$ cat config.mk
export PLATFORM = sky130hd
export DESIGN_NAME = ppdma_channel
export DESIGN_NICKNAME = d
export VERILOG_FILES = /design/src/rtl/ppdma_pkg.sv /design/src/rtl/ppdma_regs.sv /design/src/rtl/ppdma_xfer.sv /design/src/rtl/ppdma_lane.sv /design/src/rtl/ppdma_channel.sv
export SDC_FILE = /design/constraint.sdc
export NUM_CORES = 1
export LEC_CHECK = 0
export ABC_AREA = 1
export ABC_CLOCK_PERIOD_IN_PS = 4100
export BUFFER_PORTS_ARGS = -buffer_cell sky130_fd_sc_hd__buf_2
export CORE_MARGIN = 2
export CORE_UTILIZATION = 33
export DETAILED_ROUTE_END_ITERATION = 8
export SKIP_CTS_REPAIR_TIMING = 1
export SYNTH_ARGS = -nofsm -noshare
export SYNTH_HDL_FRONTEND = slang
export SYNTH_SLANG_ARGS = --single-unit
export TNS_END_PERCENT = 10
$ cat constraint.sdc
create_clock -name clk -period 4.1 [get_ports clk]
set_clock_uncertainty 0.1 [all_clocks]
set_input_delay 0.41 -clock clk [delete_from_list [all_inputs] [get_ports clk]]
set_output_delay 0.41 -clock clk [all_outputs]
set_load 0.02 [all_outputs]
$ cat src/rtl/ppdma_pkg.sv
package ppdma_pkg;

    localparam int REG_W       = 32;
    localparam int LANE_W      = 16;
    localparam int BEAT_W      = 4;
    localparam int SHORT_BURST = 4;
    localparam int LONG_BURST  = 8;

    // register word indices
    localparam logic [2:0] RW_CFG   = 3'd0;
    localparam logic [2:0] RW_SET   = 3'd1;
    localparam logic [2:0] RW_CLR   = 3'd2;
    localparam logic [2:0] RW_STAT  = 3'd3;
    localparam logic [2:0] RW_A_PTR = 3'd4;
    localparam logic [2:0] RW_A_LEN = 3'd5;
    localparam logic [2:0] RW_B_PTR = 3'd6;
    localparam logic [2:0] RW_B_LEN = 3'd7;

    // status bit positions
    localparam int SB_RUN    = 0;
    localparam int SB_IE     = 1;
    localparam int SB_ERR    = 2;
    localparam int SB_DONE_A = 3;
    localparam int SB_GO_A   = 4;
    localparam int SB_DONE_B = 5;
    localparam int SB_GO_B   = 6;
    localparam int SB_SIDE   = 7;

    typedef struct packed {
        logic [23:0] dev_field;
        logic [3:0]  sel;
        logic        wide;
        logic        long_burst;
        logic        big;
        logic        to_mem;
    } dev_cfg_t;

    typedef enum logic {XS_IDLE, XS_BURST} xfer_state_e;

    function automatic logic [LANE_W-1:0] lane_fmt(input logic [LANE_W-1:0] d,
                                                   input logic wide, input logic big);
        if (!wide)
            return {8'h00, d[7:0]};
        else if (big)
            return {d[7:0], d[15:8]};
        else
            return d;
    endfunction

    function automatic logic [REG_W-1:0] dev_address(input dev_cfg_t c);
        return {c.dev_field[23:20], 6'b000000, c.dev_field[19:0], 2'b00};
    endfunction

endpackage

$ cat src/rtl/ppdma_regs.sv
module ppdma_regs
    import ppdma_pkg::*;
#(
    parameter int ADDR_W = 32,
    parameter int CNT_W  = 13
) (
    input  logic              clk,
    input  logic              rst,
    input  logic              we,
    input  logic [2:0]        idx,
    input  logic [REG_W-1:0]  wdata,
    input  logic              hw_upd,
    input  logic [ADDR_W-1:0] hw_ptr,
    input  logic [CNT_W-1:0]  hw_len,
    input  logic              hw_done,
    input  logic              hw_err,
    output dev_cfg_t          cfg,
    output logic [7:0]        stat,
    output logic [ADDR_W-1:0] ptr [2],
    output logic [CNT_W-1:0]  len [2],
    output logic [REG_W-1:0]  rdata
);

    logic [7:0] stat_n;
    logic       side;

    assign side = stat[SB_SIDE];

    always_comb begin
        stat_n = stat;
        if (we && idx == RW_SET) stat_n = stat_n | wdata[7:0];
        if (we && idx == RW_CLR) stat_n = stat_n & ~wdata[7:0];
        if (hw_err) begin
            stat_n[SB_ERR] = 1'b1;
            stat_n[SB_RUN] = 1'b0;
        end
        if (hw_done) begin
            if (side) begin
                stat_n[SB_DONE_B] = 1'b1;
                stat_n[SB_GO_B]   = 1'b0;
            end else begin
                stat_n[SB_DONE_A] = 1'b1;
                stat_n[SB_GO_A]   = 1'b0;
            end
            stat_n[SB_SIDE] = ~side;
        end
    end

    always_ff @(posedge clk) begin
        if (rst) begin
            stat <= '0;
            cfg  <= '0;
        end else begin
            stat <= stat_n;
            if (we && idx == RW_CFG) cfg <= dev_cfg_t'(wdata);
        end
    end

    for (genvar b = 0; b < 2; b++) begin : g_buf
        localparam logic [2:0] PTR_IDX = RW_A_PTR + 3'(2 * b);
        localparam logic [2:0] LEN_IDX = RW_A_PTR + 3'(2 * b + 1);
        logic [ADDR_W-1:0] ptr_q;
        logic [CNT_W-1:0]  len_q;

        always_ff @(posedge clk) begin
            if (rst) begin
                ptr_q <= '0;
                len_q <= '0;
            end else if (hw_upd && side == 1'(b)) begin
                ptr_q <= hw_ptr;
                len_q <= hw_len;
            end else if (we) begin
                if (idx == PTR_IDX) ptr_q <= wdata[ADDR_W-1:0];
                if (idx == LEN_IDX) len_q <= wdata[CNT_W-1:0];
            end
        end

        assign ptr[b] = ptr_q;
        assign len[b] = len_q;
    end

    always_comb begin
        case (idx)
            RW_CFG:   rdata = REG_W'(cfg);
            RW_STAT:  rdata = REG_W'(stat);
            RW_A_PTR: rdata = REG_W'(ptr[0]);
            RW_A_LEN: rdata = REG_W'(len[0]);
            RW_B_PTR: rdata = REG_W'(ptr[1]);
            RW_B_LEN: rdata = REG_W'(len[1]);
            default:  rdata = '0;
        endcase
    end

endmodule

$ cat src/rtl/ppdma_xfer.sv
module ppdma_xfer
    import ppdma_pkg::*;
#(
    parameter int ADDR_W = 32,
    parameter int CNT_W  = 13
) (
    input  logic              clk,
    input  logic              rst,
    input  logic              run,
    input  logic              go,
    input  logic [ADDR_W-1:0] ptr_cur,
    input  logic [CNT_W-1:0]  len_cur,
    input  dev_cfg_t          cfg,
    input  logic              dev_req,
    output logic              active,
    output logic              hw_upd,
    output logic [ADDR_W-1:0] hw_ptr,
    output logic [CNT_W-1:0]  hw_len,
    output logic              hw_done,
    output logic              hw_err
);

    xfer_state_e       state;
    logic [BEAT_W-1:0] beats_left;
    logic [BEAT_W-1:0] first_beats;
    logic [CNT_W-1:0]  units;
    logic [CNT_W-1:0]  blen;
    logic [CNT_W-1:0]  len_next;
    logic              armed;
    logic              misalign;

    assign armed    = (state == XS_IDLE) && run && go;
    assign misalign = cfg.wide && len_cur[0];
    assign units    = cfg.wide ? (len_cur >> 1) : len_cur;
    assign blen     = cfg.long_burst ? CNT_W'(LONG_BURST) : CNT_W'(SHORT_BURST);
    assign first_beats = (units < blen) ? units[BEAT_W-1:0] : blen[BEAT_W-1:0];

    assign len_next = len_cur - {{(CNT_W-2){1'b0}}, cfg.wide, ~cfg.wide};
    assign hw_ptr   = ptr_cur + {{(ADDR_W-2){1'b0}}, cfg.wide, ~cfg.wide};
    assign hw_len   = len_next;

    assign active  = (state == XS_BURST);
    assign hw_upd  = active;
    assign hw_err  = armed && misalign;
    assign hw_done = (armed && !misalign && len_cur == '0) ||
                     (active && len_next == '0);

    always_ff @(posedge clk) begin
        if (rst) begin
            state      <= XS_IDLE;
            beats_left <= '0;
        end else begin
            case (state)
                XS_IDLE: begin
                    if (armed && !misalign && len_cur != '0 && dev_req) begin
                        state      <= XS_BURST;
                        beats_left <= first_beats;
                    end
                end
                XS_BURST: begin
                    beats_left <= beats_left - 1'b1;
                    if (beats_left == BEAT_W'(1) || len_next == '0)
                        state <= XS_IDLE;
                end
                default: state <= XS_IDLE;
            endcase
        end
    end

endmodule

$ cat src/rtl/ppdma_lane.sv
module ppdma_lane
    import ppdma_pkg::*;
(
    input  dev_cfg_t          cfg,
    input  logic [LANE_W-1:0] mem_rdata,
    input  logic [LANE_W-1:0] dev_rdata,
    output logic [LANE_W-1:0] mem_wdata,
    output logic [LANE_W-1:0] dev_wdata
);

    assign mem_wdata = lane_fmt(dev_rdata, cfg.wide, cfg.big);
    assign dev_wdata = lane_fmt(mem_rdata, cfg.wide, cfg.big);

endmodule

$ cat src/rtl/ppdma_channel.sv
module ppdma_channel
    import ppdma_pkg::*;
#(
    parameter int ADDR_W = 32,
    parameter int CNT_W  = 13
) (
    input  logic              clk,
    input  logic              rst,
    input  logic              reg_we,
    input  logic [2:0]        reg_word,
    input  logic [31:0]       reg_wdata,
    output logic [31:0]       reg_rdata,
    output logic              mem_valid,
    output logic              mem_write,
    output logic [ADDR_W-1:0] mem_addr,
    output logic [15:0]       mem_wdata,
    input  logic [15:0]       mem_rdata,
    input  logic              dev_req,
    output logic              dev_ack,
    input  logic [15:0]       dev_rdata,
    output logic [15:0]       dev_wdata,
    output logic [3:0]        dev_sel,
    output logic [31:0]       dev_addr,
    output logic              irq
);

    dev_cfg_t          cfg;
    logic [7:0]        stat;
    logic [ADDR_W-1:0] ptr [2];
    logic [CNT_W-1:0]  len [2];
    logic              side;
    logic              active;
    logic              hw_upd;
    logic              hw_done;
    logic              hw_err;
    logic [ADDR_W-1:0] hw_ptr;
    logic [CNT_W-1:0]  hw_len;

    assign side = stat[SB_SIDE];

    ppdma_regs #(.ADDR_W(ADDR_W), .CNT_W(CNT_W)) u_regs (
        .clk(clk), .rst(rst),
        .we(reg_we), .idx(reg_word), .wdata(reg_wdata),
        .hw_upd(hw_upd), .hw_ptr(hw_ptr), .hw_len(hw_len),
        .hw_done(hw_done), .hw_err(hw_err),
        .cfg(cfg), .stat(stat), .ptr(ptr), .len(len), .rdata(reg_rdata)
    );

    ppdma_xfer #(.ADDR_W(ADDR_W), .CNT_W(CNT_W)) u_xfer (
        .clk(clk), .rst(rst),
        .run(stat[SB_RUN]),
        .go(side ? stat[SB_GO_B] : stat[SB_GO_A]),
        .ptr_cur(ptr[side]), .len_cur(len[side]),
        .cfg(cfg), .dev_req(dev_req),
        .active(active), .hw_upd(hw_upd), .hw_ptr(hw_ptr), .hw_len(hw_len),
        .hw_done(hw_done), .hw_err(hw_err)
    );

    ppdma_lane u_lane (
        .cfg(cfg), .mem_rdata(mem_rdata), .dev_rdata(dev_rdata),
        .mem_wdata(mem_wdata), .dev_wdata(dev_wdata)
    );

    assign mem_valid = active;
    assign dev_ack   = active;
    assign mem_write = cfg.to_mem;
    assign mem_addr  = ptr[side];
    assign dev_sel   = cfg.sel;
    assign dev_addr  = dev_address(cfg);
    assign irq       = stat[SB_IE] &&
                       (stat[SB_ERR] || stat[SB_DONE_A] || stat[SB_DONE_B]);

endmodule

Word-level counts from Yosys, hierarchy flattened
Cells that the tools add are included.
{"block": "totals", "ff_bits": 135, "latchBits": 0, "ram_bits": 0, "mem_bits_ro": 0, "in_bits": 71, "memories": 0}
{"block": "classes", "add_sub_neg": 3, "n_mul": 0, "div_mod_pow": 0, "magnitude_cmp": 2, "n_eq_ne": 9, "shifts": 0, "n_mux": 38, "bitwise": 7, "n_reduce_logical": 35}
{"op": "two-way mux 32 bit", "count": 9}
{"op": "case mux 32 bit (6 select lines)", "count": 1}
{"op": "two-way mux 13 bit", "count": 10}
{"op": "two-way mux 16 bit", "count": 4}
{"op": "adder 32 x 2 -> 32 bit", "count": 1}
{"op": "zero test 13 bit", "count": 2}
{"op": "two-way mux 8 bit", "count": 2}
{"op": "logical AND 1 bit", "count": 15}
{"op": "less-than comparator 13 bit", "count": 1}
{"op": "nonzero test 13 bit", "count": 1}
{"op": "subtractor 13 x 2 -> 13 bit", "count": 1}
{"op": "== test 3 bit, second input constant", "count": 4}
{"op": "two-way mux 4 bit", "count": 3}
{"op": "nonzero test 2 bit", "count": 6}
{"op": "AND 8 bit", "count": 1}
{"op": "inverter 8 bit", "count": 1}
{"op": "bitwise OR 8 bit", "count": 1}
{"op": "case mux 4 bit (2 select lines)", "count": 1}
{"op": "AND reduction 2 bit", "count": 4}
{"op": "== test 3 x 2 -> 1 bit, second input constant", "count": 2}
{"op": "two-way mux 5 bit", "count": 1}
{"op": "== test 4 x 1 -> 1 bit, second input constant", "count": 1}
{"op": "logical OR 1 bit", "count": 4}
{"op": "two-way mux 1 bit", "count": 4}
{"op": "11 further kinds", "count": 14}

Longest topological paths before layout
Gate-level depths: netlist of run 1.
{"block": "logic_depth", "word_depth": 11, "depth_mapped": 23, "ltp_nobuf": 20}

By module
Synthesis of run 1 repeated with hierarchy kept, for this count alone.
{"block": "hier_totals", "hier_cells": 1621, "hier_area_um2": 9699.3}
{"mod": "ppdma_regs", "instances": 1, "cells_each": 1020, "area_per_inst_um2": 6452.4}
{"mod": "ppdma_xfer", "instances": 1, "cells_each": 300, "area_per_inst_um2": 1775.5}
{"mod": "ppdma_channel", "instances": 1, "cells_each": 162, "area_per_inst_um2": 899.6}
{"mod": "ppdma_lane", "instances": 1, "cells_each": 139, "area_per_inst_um2": 571.8}

Worst setup path after synthesis of run 1
OpenSTA, ideal clock, no wires.
{"block": "synth_path", "kind": "register to register", "from": "register with a tool-made name", "to": "register u_regs.g_buf[0].ptr_q[26]", "t_arrival_ns": 3.303, "setup_slack_ns": 0.583, "path_stages_with_launch": 20, "period_less_slack_ns": 3.517, "path_cell_list": "dfxtp_1 > buf_6 > buf_8 > buf_6 > buf_4 > o21ai_0 > ha_1 > inv_1 > fa_1 > inv_1 > nand3_2 > nor2_2 > nand2_2 > nor2_4 > nand2_2 > nor2_2 > nand2_1 > xor2_1 > o21bai_1 > inv_1"}
{"element": "to (signal assigned)", "line": "ppdma_regs.sv:70", "rtl": "ptr_q <= hw_ptr;"}
{"element": "to (signal assigned)", "line": "ppdma_regs.sv:73", "rtl": "if (idx == PTR_IDX) ptr_q <= wdata[ADDR_W-1:0];"}
{"element": "to (decl)", "line": "ppdma_regs.sv:62", "rtl": "logic [ADDR_W-1:0] ptr_q;"}

==> metrics, run 1 <==
DPL Wire Length roughly 26000 um; final critical-path required period between 3 and 4 ns; outcome finished, final reports clean; total congestion overflow 0; clk buf depth 2; RSZ-0062 raised after global routing no; Layout Cells excl Fill around 2000; layout cell share with drive strength beyond 1 about a fifth; Inserted Diodes 0; critical path fanouts, max 30; largest net degree at the start of global routing 68; Initial Utilization 33.4%; # H-tree levels 4; first-pass GRT wire length 53500 um; initial antenna violation count 0; CORE AREA about 0.028 mm^2; total die area 0.0293 mm^2; DR pass1 iterations 5; I/O Pins 207; TNS Setup 0 ns; Routed Antenna Nets 0; Async SR Flop Fraction 0%; DR vias 10300; crit path capture type flip-flop; FMAX 312 MHz; final hold slack around 0.14 ns; via-per-instance ratio slightly above 5; Worst R2R Setup Slack between 0.8 and 0.9 ns; post-synthesis sequential area ratio 29.3%; Lkg Pwr ~0.005 uW; 1st-iter DRT viols ~870; TritonCTS Buffers 17; # rows between 60 and 70; Synth area leader dfxtp_1; FF+latch count, synth approximately 140; dominant synthesized flop cell dfxtp_1; YS warnings 0; Die W between 150 and 200 um; CP required about 4.3 ns; Cells after DPL approximately 2000; vias in the first global route approximately 9000; CTS root buffer clkbuf_16; Avg WL per Cell roughly 18 um; Power Density approximately 320 mW/mm^2; post-synthesis cell area between 0.009 and 0.01 mm^2; maximum capacitance violations 0; Post-Synthesis Cells about 1500; clk sinks approximately 140; CTS tree done; DRC 0; Final Wtd Congestion between 0.9 and 1; Hold Fails Final Rpt 0; Worst setup SP type flip-flop; dominant cells by area after synthesis dfxtp_1 (29%), nand2_1 (15%), inv_1 (7.6%); VDD IR max between 200 and 250 uV; CP endpoint u_regs.g_buf[1].ptr_q[23]; Setup CP Type reg -> reg; reg2reg path depth 17; Yosys cell types 47; Clock transition at path regs about 0.060 ns; Tot Pwr roughly 3500 uW; Final WS setup roughly 0.9 ns; Post-synth EDFFs 0; Die Span Y roughly 170 um; critical path arrival roughly 3.4 ns; Slew Limit Fails 0; setup violators final 0; Worst R2R End u_regs.g_buf[1].ptr_q[23]; fin crit share between 70% and 80%; share of the synthesized area in the top cell type 29.3%; Worst-Skew Late Latency 0.43 ns; pre-CTS worst setup slack around 0.97 ns; gr usage total between 20% and 30%; layout overhead on the synthesized area 18.1%; Hold WC Path Type in -> reg; nets@finish 1683; worst rel slew slack around a third; input/output buffers between 150 and 200; syn avg cell area between 6 and 7 um^2; final wirelength 35200 um; actual slew at the worst max-slew pin ~1.0 ns
[cells in the mapped netlist, types with 3 or more instances]
cell	n
nand3_1	49
o211ai_1	20
nor2_4	7
o221ai_1	7
xor2_1	20
dfxtp_1	135
buf_2	13
nor2_2	15
o2111ai_1	3
xnor2_1	6
nor3_1	15
clkinv_1	5
a31oi_1	40
buf_6	7
nand2_1	376
a21oi_1	88
o21ai_1	15
inv_1	187
a221oi_1	4
buf_1	4
clkbuf_1	45
nand3_2	3
o21bai_1	3
ha_1	8
nor2_1	120
o21ai_2	12
a21oi_2	4
nand2_2	9
o22ai_1	15
buf_4	40
nor3_2	3
nand3b_1	4
nand4_1	9
a22oi_1	24
o21ai_0	132
[critical path, cell delays in order (launching register included)]
cell and delay (ns):
dfxtp_2 0.49, buf_4 0.39, nand2_1 0.09, o21ai_0 0.15
inv_1 0.12, ha_1 0.30, a21oi_1 0.06, inv_1 0.05
nand2_1 0.09, nor2_2 0.20, nand2_1 0.16, nor2_4 0.17
nand2_4 0.10, nor2_4 0.13, xor2_1 0.23, nand2_1 0.07
nand2_1 0.07, a21oi_1 0.05
[placed cells by master, fill, tap and decap left out, types with 8 or more instances in the layout]
cell type and instances:
inv_1 186, o21ai_1 15, a21oi_1 88, buf_4 27, o22ai_1 15, nor2_2 16
o21ai_0 132, a22oi_1 24, xor2_1 20, nand4_1 9, buf_2 198, nor3_1 15
nor2_1 117, a31oi_1 40, nand2_2 9, o211ai_1 20, dfxtp_1 134, nand2_1 376
nor2_4 9, conb_1 8, nand3_1 49, clkbuf_16 17, o21ai_2 12, ha_1 8
[per-layer routing]
layer,vias to the layer above,wire length [um],GRT usage (%)
met5,-,0,0
li1,5017,-,-
met4,0,844,8.59
met1,4760,15000,31.7
met3,50,2750,3.82
met2,474,16600,38.1
[worst min-delay path by stage]
stage | startpoint | endpoint | slack, ns | cells past startpoint
3_5_place_dp | u_regs.g_buf[0].len_q[0] | u_regs.g_buf[0].len_q[0] | 0.36 | 2
6_report | reg_wdata[18] | u_regs.cfg[18] | 0.14 | 3
4_1_cts | reg_wdata[18] | u_regs.cfg[18] | 0.14 | 3
2_1_floorplan | u_regs.g_buf[0].len_q[0] | u_regs.g_buf[0].len_q[0] | 0.35 | 2
5_1_grt | reg_wdata[18] | u_regs.cfg[18] | 0.15 | 3
3_3_place_gp | u_regs.g_buf[0].len_q[0] | u_regs.g_buf[0].len_q[0] | 0.36 | 2
[cell type report]
class,instances,area [um^2]
Multi-Input combinational cell,1030,5200
Fill cell,3053,16700
Clock inverter,11,149
Inverter,193,724
Sequential cell,135,2700
Timing Repair Buffer,225,1190
Clock buffer,21,450
Tap cell,378,473
[cell families (layout without fill, tap and decap cells)]
group / count (synthesis) / count (layout) / synth area share [%]
AOI/OAI and AO/OA: 371 / 371 / 23.6
xor gates and xnor gates: 26 / 26 / 2.47
muxes: 2 / 2 / 0.244
and+or+nand+nor: 613 / 613 / 28.0
buffers and inverters: 303 / 450 / 14.8
DFF: 135 / 135 / 29.3
adders and majority gates: 10 / 10 / 1.52
other: 1 / 8 / 0.0407
[sequential cells by signal, summed over array words and instances, names as in the netlist, named ones only]
name / cells
u_regs.g_buf.ptr_q: 64
u_regs.cfg: 32
u_regs.g_buf.len_q: 26
u_regs.stat: 5
u_xfer.beats_left: 4
u_xfer.active: 1
[report_power, final]
group	internal [uW]	switching, uW	leakage, uW
clock	974	626	0.000284
combinational	160	375	0.00357
sequential	1350	25.3	0.00109
[through the flow]
| step | utilization (%) | instance area [um^2] |
|---|---|---|
| after floorplan | - | 9250 |
| after global placement | 37.2 | 10300 |
| after detailed placement | 37.2 | 10300 |
| after CTS | 39.4 | 10900 |
| after global routing | 39.4 | 10900 |
| final | 39.4 | 10900 |
Note: power is estimated with default switching activity, not from simulation.
==> run 2, diff against run 1 <==
--- a/config.mk
+++ b/config.mk
@@ -5,8 +5,8 @@
 export SDC_FILE = /design/constraint.sdc
 export NUM_CORES = 1
 export LEC_CHECK = 0
-export ABC_AREA = 1
-export ABC_CLOCK_PERIOD_IN_PS = 4100
+export ABC_AREA = 0
+export ABC_CLOCK_PERIOD_IN_PS = 3050
 export BUFFER_PORTS_ARGS = -buffer_cell sky130_fd_sc_hd__buf_2
 export CORE_MARGIN = 2
 export CORE_UTILIZATION = 33
==> constraint.sdc (replaced) <==
create_clock -name clk -period 3.05 [get_ports clk]
set_clock_uncertainty 0.1 [all_clocks]
set_input_delay 0.305 -clock clk [delete_from_list [all_inputs] [get_ports clk]]
set_output_delay 0.305 -clock clk [all_outputs]
set_load 0.02 [all_outputs]
==> run 2 against run 1 <==
  * The run now ends with setup timing left
  * Worst hold slack worse by 0.10 ns
  * Flip-flop and latch count is the same
  * Critical path depth shrank 7
  * Global-route usage fell by 2.5 points
  * Highest routed layer unchanged
  * Combinational power rose by 46%
  * Setup slack worse by 1.0 ns
  * Maximum frequency rose by 0.70%
  * Total power is 35% higher
  * Register-to-register slack worse by 1.0 ns
  * Sequential power is 34% higher
  * Clock power rose by 33%
  * Clock-buffer cell count decreased by 3
==> metrics, run 2 <==
DR vias 9386 (-8.9%); Synth area leader dfxtp_1; Most flops, register u_regs.g_buf.ptr_q; reg2reg path depth 10 (-7); layout overhead on the synthesized area 27.8%; critical path fanouts, max 4 (-87%); buffers plus inverters on the worst setup path 1 (-2); Final WS setup -0.133 ns (-1.03 ns); via-per-instance ratio 5.42 (+4.9%); commonest non-fill, non-tap cell in the layout buf_2; I/O Pins 207 (unchanged); RSZ-0062 raised after global routing yes; CP max stage cell fa_2; largest net degree at the start of global routing 73 (+7.4%); worst rel slew slack 42.0% (+10 points); final critical-path required period 3.18 ns (-0.0222 ns); Die Span Y 173 um (+1.0%); Async SR Flop Fraction 0% (unchanged); setup violators final 5 (+5); Final Wtd Congestion 0.889 (-2.3%); Routed Antenna Nets 0 (unchanged); post-synthesis cell area 0.00941 mm^2 (+2.1%); Power Density 395 mW/mm^2 (+23%); TritonCTS Buffers 17 (unchanged); max FFs per register 64 (unchanged); Worst-Skew Late Latency 0.43 ns (about the same); Die W 173 um (+1.0%); Worst setup SP type flip-flop; share of the synthesized area in the top cell type 28.7% (-0.60 points); Clock transition at path regs 0.06 ns (about the same); total die area 0.0299 mm^2 (+2.0%); fin crit share 104% (+26 points); fill count 2819 (-7.7%); initial antenna violation count 0 (unchanged); syn avg cell area 8.25 um^2 (+31%); FMAX 314 MHz (+0.70%); worst hold path endpoint u_regs.cfg[21]; maximum capacitance violations 0 (unchanged); 1st-iter DRT viols 644 (-26%); Worst R2R Setup Slack -0.13 ns (-1.03 ns); Hold WC Path Type in -> reg; failing checks setup timing; commonest non-fill, non-tap cells in the layout buf_2 (197), nor2_1 (137), dfxtp_1 (134); Setup CP Type reg -> reg; Post-synth EDFFs 0 (unchanged); CTS root buffer clkbuf_16; outcome finished, violations left; Lkg Pwr 0.00505 uW (+2.1%); Post-Synthesis Cells 1141 (-22%); post-synthesis sequential area ratio 28.7% (-0.60 points); DR pass1 iterations 5 (unchanged); layout cell share with drive strength beyond 1 34.9% (+15 points); CP required 3.26 ns (-1.02 ns); DPL Wire Length 23100 um (-9.4%); crit path capture type flip-flop; # rows 61 (unchanged); final wirelength 33200 um (-5.6%); clk sinks 135 (unchanged); # H-tree levels 4 (unchanged); largest registers u_regs.g_buf.ptr_q (64), u_regs.cfg (32), u_regs.g_buf.len_q (26); register area 0.00271 mm^2 (about the same); fin util 43.1% (+3.6 points); first-pass GRT wire length 50500 um (-5.6%); Hold Path Cell Cnt 3 (unchanged); count leader, synth nor2_1; CP top delay family simple AND/OR/NAND/NOR gates; crit path cell chain mux2i_4, ha_2, inv_2, fa_2, xnor2_2, or3b_4, nor4b_4, nand2_1, o31ai_4, mux2_4; hold path start reg_wdata[21]; nets@finish 1422 (-16%); Slew Limit Fails 0 (unchanged); top cells by count, synth nor2_1 (140), dfxtp_1 (135), a211oi_1 (115), mux2i_1 (100), nand2_1 (99); CTS tree done; Yosys cell types 67 (+43%); CP max stage delay 0.41 ns (-0.08 ns); actual slew at the worst max-slew pin 0.868 ns (-0.157 ns); gr usage total 21.0% (-2.5 points); YS warnings 0 (unchanged); Avg WL per Cell 19.2 um (+8.6%); vias in the first global route 8920 (-3.8%); total congestion overflow 0 (unchanged); Tot Pwr 4750 uW (+35%); CORE AREA 0.0279 mm^2 (+1.1%); dominant synthesized flop cell dfxtp_1; Initial Utilization 33.7% (+0.32 points); dominant cells by area after synthesis dfxtp_1 (29%), mux2i_1 (11%), mux2_2 (11%); input/output buffers 198 (unchanged); FF+latch count, synth 135 (unchanged); critical path arrival 3.40 ns (+0.02 ns); Hold Fails Final Rpt 0 (unchanged); clk buf depth 2 (unchanged); Inserted Diodes 0 (unchanged); pre-CTS worst setup slack -0.187 ns (-1.16 ns); VDD IR max 285 uV (+21%); area of the multi-input gates 0.00630 mm^2 (+21%); DRC 0 (unchanged)
[run 2: changes by cell type after synthesis, sizes merged, moves of 22 or more]
cell,delta
mux2,+87
a31oi,-38
nor2b,+23
a21oi,-29
clkbuf,+22
o21ai,-136
nand2,-287
inv,-157
mux2i,+100
nand3,-40
a211oi,+115
[run 2: stage by stage]
stage | hold slack [ns] | instances | TNS (ns) | cell area [um^2]
detailed placement | 0.361 | 1691 | -0.740 | 11100
global route | 0.0369 | 1731 | -0.984 | 12000
global placement | 0.357 | 1691 | -0.136 | 11100
finish | 0.0377 | 1731 | -0.297 | 12000
floorplan | 0.302 | 1148 | -8.84 | 9600
CTS | 0.0265 | 1722 | -1.43 | 11700
[run 2: worst max-delay path by stage]
stage,start,to,slack (ns),cells after the start
6_report,flip-flop,flip-flop,-0.13,10
3_3_place_gp,flip-flop,flip-flop,-0.1,10
5_1_grt,flip-flop,flip-flop,-0.22,10
4_1_cts,flip-flop,flip-flop,-0.27,10
3_5_place_dp,flip-flop,flip-flop,-0.19,10
2_1_floorplan,flip-flop,u_regs.g_buf[1].ptr_q[25],-0.35,16
[run 2: area by class of cell]
class	instances	area share (%)
inverters	31	0.968
clock buffers	18	3.65
flip-flops and latches	135	22.5
clock inverters	13	1.29
well taps	378	3.93
repair buffers	298	15.3
multi-input cells	858	52.4
[run 2: worst min-delay path, stage by stage]
cell and delay (ns):
buf_2 0.12, nand2_1 0.05, a21oi_1 0.05
[run 2: cells by family after synthesis]
kind of cell	count (synthesis)	share of synthesized area (%)
simple gates	344	17.0
compound gates	267	19.6
mux	190	21.6
buf+inv	155	7.95
flops	135	28.7
xor+xnor	39	3.63
fa+ha+maj	10	1.49
other cells	1	0.0398
[run 2: report_power, final]
part           leakage, uW  switching (uW)  total (uW)  internal, uW
Combinational      0.00367             459         780           321
Sequential         0.00109            36.5        1840          1800
Clock             0.000288             836        2130          1300
[run 2: metal layers]
layer	up-vias	track usage (%)	wire [um]
met2	330	33.9	15300
met5	-	0	0
met4	0	5.86	632
met1	4540	29.2	15600
li1	4474	-	-
met3	42	2.99	1710
